### src/rtl/ccg_pkg.sv
package ccg_pkg;

  typedef enum logic [1:0] {
    CCG_IDLE = 2'd0,
    CCG_FREE = 2'd1,
    CCG_STEP = 2'd2,
    CCG_MAN  = 2'd3
  } ccg_mode_e;

  localparam int unsigned CCG_STAT_W = 3;
  localparam int unsigned STAT_RUN   = 0;
  localparam int unsigned STAT_MAN   = 1;
  localparam int unsigned STAT_LVL   = 2;

endpackage

### src/rtl/ccg_rst_sync.sv
module ccg_rst_sync #(
  parameter int unsigned STAGES = 2
) (
  input  logic clk_i,
  input  logic rst_ni,
  output logic rst_no
);

  logic [STAGES-1:0] sync_q;
  logic [STAGES-1:0] sync_d;

  always_comb begin
    sync_d = {sync_q[STAGES-2:0], 1'b1};
  end

  always_ff @(posedge clk_i or negedge rst_ni) begin
    if (!rst_ni) begin
      sync_q <= '0;
    end else begin
      sync_q <= sync_d;
    end
  end

  assign rst_no = sync_q[STAGES-1];

endmodule

### src/rtl/ccg_half_timer.sv
// Counts master clocks within one PHI2 phase against a latched limit.
module ccg_half_timer #(
  parameter int unsigned DIV_W = 7
) (
  input  logic             clk_i,
  input  logic             rst_ni,
  input  logic [DIV_W-1:0] div_i,
  input  logic             restart_i,  // clear count, latch new limit
  input  logic             wrap_i,     // clear count, keep limit
  input  logic             adv_i,      // count one clock
  output logic             tc_o
);

  logic [DIV_W-1:0] cnt_q, cnt_d;
  logic [DIV_W-1:0] lim_q, lim_d;
  logic             cnt_en;

  assign cnt_en = restart_i | wrap_i | adv_i;

  always_comb begin
    cnt_d = cnt_q;
    lim_d = lim_q;
    if (restart_i) begin
      cnt_d = '0;
      lim_d = div_i;
    end else if (wrap_i) begin
      cnt_d = '0;
    end else if (adv_i) begin
      cnt_d = cnt_q + 1'b1;
    end
  end

  always_ff @(posedge clk_i or negedge rst_ni) begin
    if (!rst_ni) begin
      cnt_q <= '0;
      lim_q <= '0;
    end else if (cnt_en) begin
      cnt_q <= cnt_d;
      lim_q <= lim_d;
    end
  end

  assign tc_o = (cnt_q == lim_q);

  // the phase count never passes the latched limit
  a_r2_cnt_bound: assert property (@(posedge clk_i) disable iff (!rst_ni)
    cnt_q <= lim_q);

  // the controller never asks for another count at terminal count
  a_r2_adv_below_limit: assert property (@(posedge clk_i) disable iff (!rst_ni)
    (adv_i && !restart_i && !wrap_i) |-> !tc_o);

endmodule

### src/rtl/ccg_mode_fsm.sv
// Mode sequencing and the PHI2 flop.
module ccg_mode_fsm
  import ccg_pkg::*;
(
  input  logic      clk_i,
  input  logic      rst_ni,
  input  logic      run_i,
  input  logic      man_en_i,
  input  logic      man_lvl_i,
  input  logic      step_i,
  input  logic      tc_i,
  output logic      restart_o,
  output logic      wrap_o,
  output logic      adv_o,
  output logic      phi_o,
  output ccg_mode_e mode_o
);

  ccg_mode_e mode_q, mode_d;
  logic      phi_q, phi_d;

  always_comb begin
    mode_d    = mode_q;
    phi_d     = phi_q;
    restart_o = 1'b0;
    wrap_o    = 1'b0;
    adv_o     = 1'b0;
    if (man_en_i) begin
      mode_d    = CCG_MAN;
      phi_d     = man_lvl_i;
      restart_o = 1'b1;
    end else begin
      case (mode_q)
        CCG_MAN: begin
          mode_d    = CCG_IDLE;
          restart_o = 1'b1;
        end
        CCG_IDLE: begin
          if (phi_q) begin
            // finish a high phase left over from manual mode
            if (tc_i) begin
              phi_d     = 1'b0;
              restart_o = 1'b1;
            end else begin
              adv_o = 1'b1;
            end
          end else if (run_i) begin
            mode_d    = CCG_FREE;
            phi_d     = 1'b1;
            restart_o = 1'b1;
          end else if (step_i) begin
            mode_d    = CCG_STEP;
            phi_d     = 1'b1;
            restart_o = 1'b1;
          end else begin
            restart_o = 1'b1;
          end
        end
        CCG_FREE: begin
          if (!run_i && !phi_q) begin
            mode_d    = CCG_IDLE;
            restart_o = 1'b1;
          end else if (tc_i) begin
            phi_d = ~phi_q;
            if (phi_q) begin
              wrap_o = 1'b1;
            end else begin
              restart_o = 1'b1;  // rising edge: new period, new divisor
            end
          end else begin
            adv_o = 1'b1;
          end
        end
        CCG_STEP: begin
          if (tc_i) begin
            if (phi_q) begin
              phi_d  = 1'b0;
              wrap_o = 1'b1;
            end else begin
              mode_d    = CCG_IDLE;
              restart_o = 1'b1;
            end
          end else begin
            adv_o = 1'b1;
          end
        end
        default: begin
          mode_d    = CCG_IDLE;
          restart_o = 1'b1;
        end
      endcase
    end
  end

  always_ff @(posedge clk_i or negedge rst_ni) begin
    if (!rst_ni) begin
      mode_q <= CCG_IDLE;
      phi_q  <= 1'b0;
    end else begin
      mode_q <= mode_d;
      phi_q  <= phi_d;
    end
  end

  assign phi_o  = phi_q;
  assign mode_o = mode_q;

  // a high phase in free-run is never cut short
  a_r5_high_completes: assert property (@(posedge clk_i) disable iff (!rst_ni)
    (mode_q == CCG_FREE && phi_q && !tc_i && !man_en_i) |=> phi_q);

  // the low phase of a step never produces a second rising edge
  a_r6_step_single: assert property (@(posedge clk_i) disable iff (!rst_ni)
    (mode_q == CCG_STEP && !phi_q && !man_en_i) |=> !phi_q);

endmodule

### src/rtl/cpu_clk_gen.sv
module cpu_clk_gen
  import ccg_pkg::*;
#(
  parameter int unsigned DIV_W      = 7,
  parameter int unsigned RST_STAGES = 2
) (
  input  logic                  clk_i,
  input  logic                  rst_ni,
  input  logic [DIV_W-1:0]      div_i,
  input  logic                  run_i,
  input  logic                  man_en_i,
  input  logic                  man_lvl_i,
  input  logic                  step_i,
  output logic                  phi_o,
  output logic [CCG_STAT_W-1:0] status_o
);

  logic      rst_sync_n;
  logic      tc;
  logic      restart;
  logic      wrap;
  logic      adv;
  ccg_mode_e mode;

  ccg_rst_sync #(
    .STAGES (RST_STAGES)
  ) u_rst_sync (
    .clk_i  (clk_i),
    .rst_ni (rst_ni),
    .rst_no (rst_sync_n)
  );

  ccg_half_timer #(
    .DIV_W (DIV_W)
  ) u_timer (
    .clk_i     (clk_i),
    .rst_ni    (rst_sync_n),
    .div_i     (div_i),
    .restart_i (restart),
    .wrap_i    (wrap),
    .adv_i     (adv),
    .tc_o      (tc)
  );

  ccg_mode_fsm u_fsm (
    .clk_i     (clk_i),
    .rst_ni    (rst_sync_n),
    .run_i     (run_i),
    .man_en_i  (man_en_i),
    .man_lvl_i (man_lvl_i),
    .step_i    (step_i),
    .tc_i      (tc),
    .restart_o (restart),
    .wrap_o    (wrap),
    .adv_o     (adv),
    .phi_o     (phi_o),
    .mode_o    (mode)
  );

  always_comb begin
    status_o           = '0;
    status_o[STAT_RUN] = (mode == CCG_FREE);
    status_o[STAT_MAN] = (mode == CCG_MAN);
    status_o[STAT_LVL] = phi_o;
  end

  // free-run and manual flags are never reported together
  a_r3_modes_exclusive: assert property (@(posedge clk_i) disable iff (!rst_sync_n)
    $onehot0(status_o[STAT_MAN:STAT_RUN]));

  // manual mode copies the level one clock later
  a_r7_manual_follow: assert property (@(posedge clk_i) disable iff (!rst_sync_n)
    man_en_i |=> (phi_o == $past(man_lvl_i)));

  // once stopped low with no request, PHI2 stays low
  a_r5_idle_stays_low: assert property (@(posedge clk_i) disable iff (!rst_sync_n)
    (mode == CCG_IDLE && !phi_o && !run_i && !step_i && !man_en_i) |=> !phi_o);

endmodule

### config.mk
export PLATFORM = sky130hd
export DESIGN_NAME = cpu_clk_gen
export DESIGN_NICKNAME = d
export VERILOG_FILES = /design/src/rtl/ccg_pkg.sv /design/src/rtl/ccg_rst_sync.sv /design/src/rtl/ccg_half_timer.sv /design/src/rtl/ccg_mode_fsm.sv /design/src/rtl/cpu_clk_gen.sv
export SDC_FILE = /design/constraint.sdc
export NUM_CORES = 1
export LEC_CHECK = 0
export BUFFER_PORTS_ARGS = -buffer_cell sky130_fd_sc_hd__buf_2
export CAP_MARGIN = 5
export CORE_MARGIN = 2
export CORE_UTILIZATION = 52
export CTS_BUF_LIST = sky130_fd_sc_hd__clkbuf_8
export DETAILED_ROUTE_END_ITERATION = 10
export PLACE_DENSITY = 0.82
export SYNTH_ARGS = -nofsm -noshare
export SYNTH_HDL_FRONTEND = slang
export SYNTH_SLANG_ARGS = --single-unit
export TNS_END_PERCENT = 30
### constraint.sdc
create_clock -name clk_i -period 0.8 [get_ports clk_i]
set_clock_uncertainty 0.05 [all_clocks]
set_input_delay 0.04 -clock clk_i [delete_from_list [all_inputs] [get_ports clk_i]]
set_output_delay 0.04 -clock clk_i [all_outputs]
set_load 0.01 [all_outputs]
==> impl_metrics.csv <==
group,metric,value,unit
drt,vias,1175,
hold_path,hp-class,"in2reg",
grt,grt_busiest_layer,"met2",
job,cap_violations,0,
placed_design,place_congestion,0.933,
yosys,ys_seq_elements,19,
timing,max_freq,506,MHz
pwr,p_leak,0.835,nW
grt,grt_use_met3,5.95,%
drt,wl,4150,um
grt,grt_overflow,0,
placed_design,dpl.hpwl,2000,um
setup_path,start_kind,"register",
timing,finalSetupTns,-20550,ps
clock_tree,cts_hold_buf,1,
timing,setup_viol,21,
grt,track_usage,34.1,%
setup_path,arrival,2060,ps
setup_path,crit_type,"reg2reg",
timing,hold_ws,-36.4,ps
yosys,yosysUniqueCellTypes,33,
setup_path,worstReg2RegEnd,"u_timer.cnt_q[2]$_DFFE_PN0P_",
yosys,syn_area,1120,sq um
grt,met1_usage,41.4,%
grt,grt_max_degree,13,
clock_tree,cts_tree,"done",
clock_tree,h-tree-depth,1,
timing,worst_slack,-1170,ps
drt,first_pass_iters,4,
floorplanning,fp.coreArea,2000,sq um
setup_path,worst_r2r_path_depth,10,
setup_path,crit_start,"u_fsm.mode_o[0]$_DFFE_PN0P_",
yosys,async_reset_ff_share,100,%
timing,hold_viol_final,6,
yosys,ys.flop_type,"dfrtp_1",
yosys,syn_nets,126,
grt,antenna_found_initial,0,
placed_design,io_buffers,16,
timing,rsz0062_at_grt,"yes",
grt,grt_pass1_vias,1226,
floorplanning,die_area,2530,sq um
setup_path,cp_max_fo,3,
drt,ant_nets,0,
finish,final_common_cell,"buf_4",
drt,remaining_drc_errors,0,
floorplanning,rows,16,
floorplanning,die_w,50.3,um
finish,nets,186,
floorplanning,boundaryPins,17,
finish,drive_gt1_share,62.3,%
timing,fin_crit_sh,247,%
clock_tree,cts_sinks,19,
setup_path,rr_startpoint,"u_fsm.mode_o[0]$_DFFE_PN0P_",
yosys,syn_inst,108,
timing,slew_violations,0,
clock_tree,numCtsBuffers,3,
floorplanning,start_util,55.7,%
drt,wl_per_cell,21.4,um
run_status,status,"finished with violations",
yosys,syn_area_per_cell,10.3,sq um
pwr,vdd_drop_max,2.60,mV
clock_tree,clock_path_buffers,2,
yosys,synth-edff-count,0,
pwr,p_per_area,3540,nW/um^2
grt,met2_usage,57.2,%
drt,via_per_inst,6.06,
finish,num_antenna_cells,0,
finish,final_cell_mix,"buf_4, dfrtp_1, buf_6",
clock_tree,clk_pin_slew,80,ps
setup_path,r2r_slack,-1170,ps
clock_tree,cts-root-buf,"clkbuf_8",
run_status,violations,"negative hold slack, negative setup slack",
setup_path,setup.worst_path.end,"u_timer.cnt_q[2]$_DFFE_PN0P_",
drt,drt_iter0_drc,31,
setup_path,worstPathRequired,890,ps
clock_tree,clk_latency,260,ps
setup_path,critPathCaptureType,"register",
yosys,seq_area_frac_synth,42.6,%
grt,grt_pass1_wl,6220,um
timing,fin_crit,1970,ps
floorplanning,chipHeight,50.3,um
finish,syn_to_final_growth,67.2,%
yosys,yosys_warnings,0,
final cells by class:
type / instances / area (sq um)
clock inverter: 1 / 7.51
fill: 60 / 136
inverter: 5 / 21.3
sequential: 19 / 478
tap: 27 / 33.8
multi-input combinational: 82 / 826
timing repair buffer: 57 / 458
clock buffer: 3 / 41.3
cell usage after synthesis (2+ instances only):
library cell / count / area [sq um]
ha_1: 5 / 62.6
buf_4: 2 / 15.0
nor2_1: 10 / 37.5
inv_1: 5 / 18.8
a21oi_1: 10 / 50.1
xor2_1: 3 / 26.3
dfrtp_1: 19 / 475
xnor2_1: 7 / 61.3
nor3_1: 4 / 20.0
nand3_1: 4 / 20.0
o211ai_1: 2 / 15.0
mux2i_1: 3 / 30.0
mux2_2: 7 / 78.8
or3_1: 3 / 18.8
a211oi_1: 2 / 15.0
o21ai_0: 5 / 25.0
layer usage:
metal	vias to the layer above	routed length (um)
met4	0	138
met3	16	180
met1	591	1670
li1	502	-
met2	66	2160
met5	-	0
power by group:
group	switching (mW)	internal (mW)	leakage, nW	total (mW)
Clock	0.344	0.351	0.0217	0.694
Sequential	0.244	1.18	0.236	1.42
Combinational	2.12	2.38	0.578	4.49
Total	2.70	3.91	0.835	6.61
registers in the layout, summed over array words and instances, names as in the netlist:
register and count:
u_timer.cnt_q 7, u_fsm.mode_o 2, u_rst_sync.sync_q 2, u_timer.lim_q 7, u_fsm.phi_o 1
worst min path at each step:
| stage | startpoint | end | slack (ps) | cells after the start |
|---|---|---|---|---|
| after global placement | rst_ni | u_rst_sync.sync_q[0]$_DFF_PN0_ | -220 | 1 |
| after CTS | div_i[0] | u_timer.lim_q[0]$_DFFE_PN0P_ | -50 | 2 |
| after floorplan | rst_ni | u_rst_sync.sync_q[0]$_DFF_PN0_ | -310 | 0 |
| after global routing | div_i[5] | u_timer.lim_q[5]$_DFFE_PN0P_ | -40 | 2 |
| final | div_i[0] | u_timer.lim_q[0]$_DFFE_PN0P_ | -40 | 2 |
| after detailed placement | rst_ni | u_rst_sync.sync_q[0]$_DFF_PN0_ | -220 | 1 |
timing repair:
action | in CTS | in global routing
gates resized for setup | 31 | 21
pin swaps | 11 | 19
setup buffers | 8 | 5
endpoints found under the hold margin | 9 | 7
endpoints found under the setup margin | 21 | 21
cells by family (layout without fill, tap and decap cells):
family | count (synthesis) | count (layout) | share of synthesized area [%]
simple gates | 31 | 31 | 15.6
compound gates | 25 | 25 | 15.2
flops | 19 | 19 | 42.6
xor+xnor | 10 | 10 | 7.85
mux | 10 | 10 | 9.75
buf+inv | 7 | 66 | 3.03
fa+ha+maj | 5 | 5 | 5.61
other cells | 1 | 1 | 0.336
per-stage QoR:
stage | total power, mW | setup slack, ps | instances | utilization, % | cell area [sq um]
final | 6.61 | -1170 | 194 | 93.2 | 1870
after global routing | 6.86 | -1240 | 194 | 93.2 | 1870
after CTS | 5.82 | -1080 | 189 | 87.3 | 1750
after detailed placement | 4.08 | -1210 | 176 | 73.5 | 1470
after global placement | 3.91 | -1060 | 176 | 73.5 | 1470
after floorplan | 3.09 | -986 | 108 | - | 1170
critical path, stage by stage, from the launching register on:
cell and delay [ps]:
dfrtp_2 430, inv_4 70, ha_4 170, buf_6 120, nor3_4 270, nor3_4 80, buf_6 130, buf_6 100
o211ai_1 100, xor2_1 270, nor2_2 60
Note: power is estimated with default switching activity, not from simulation.
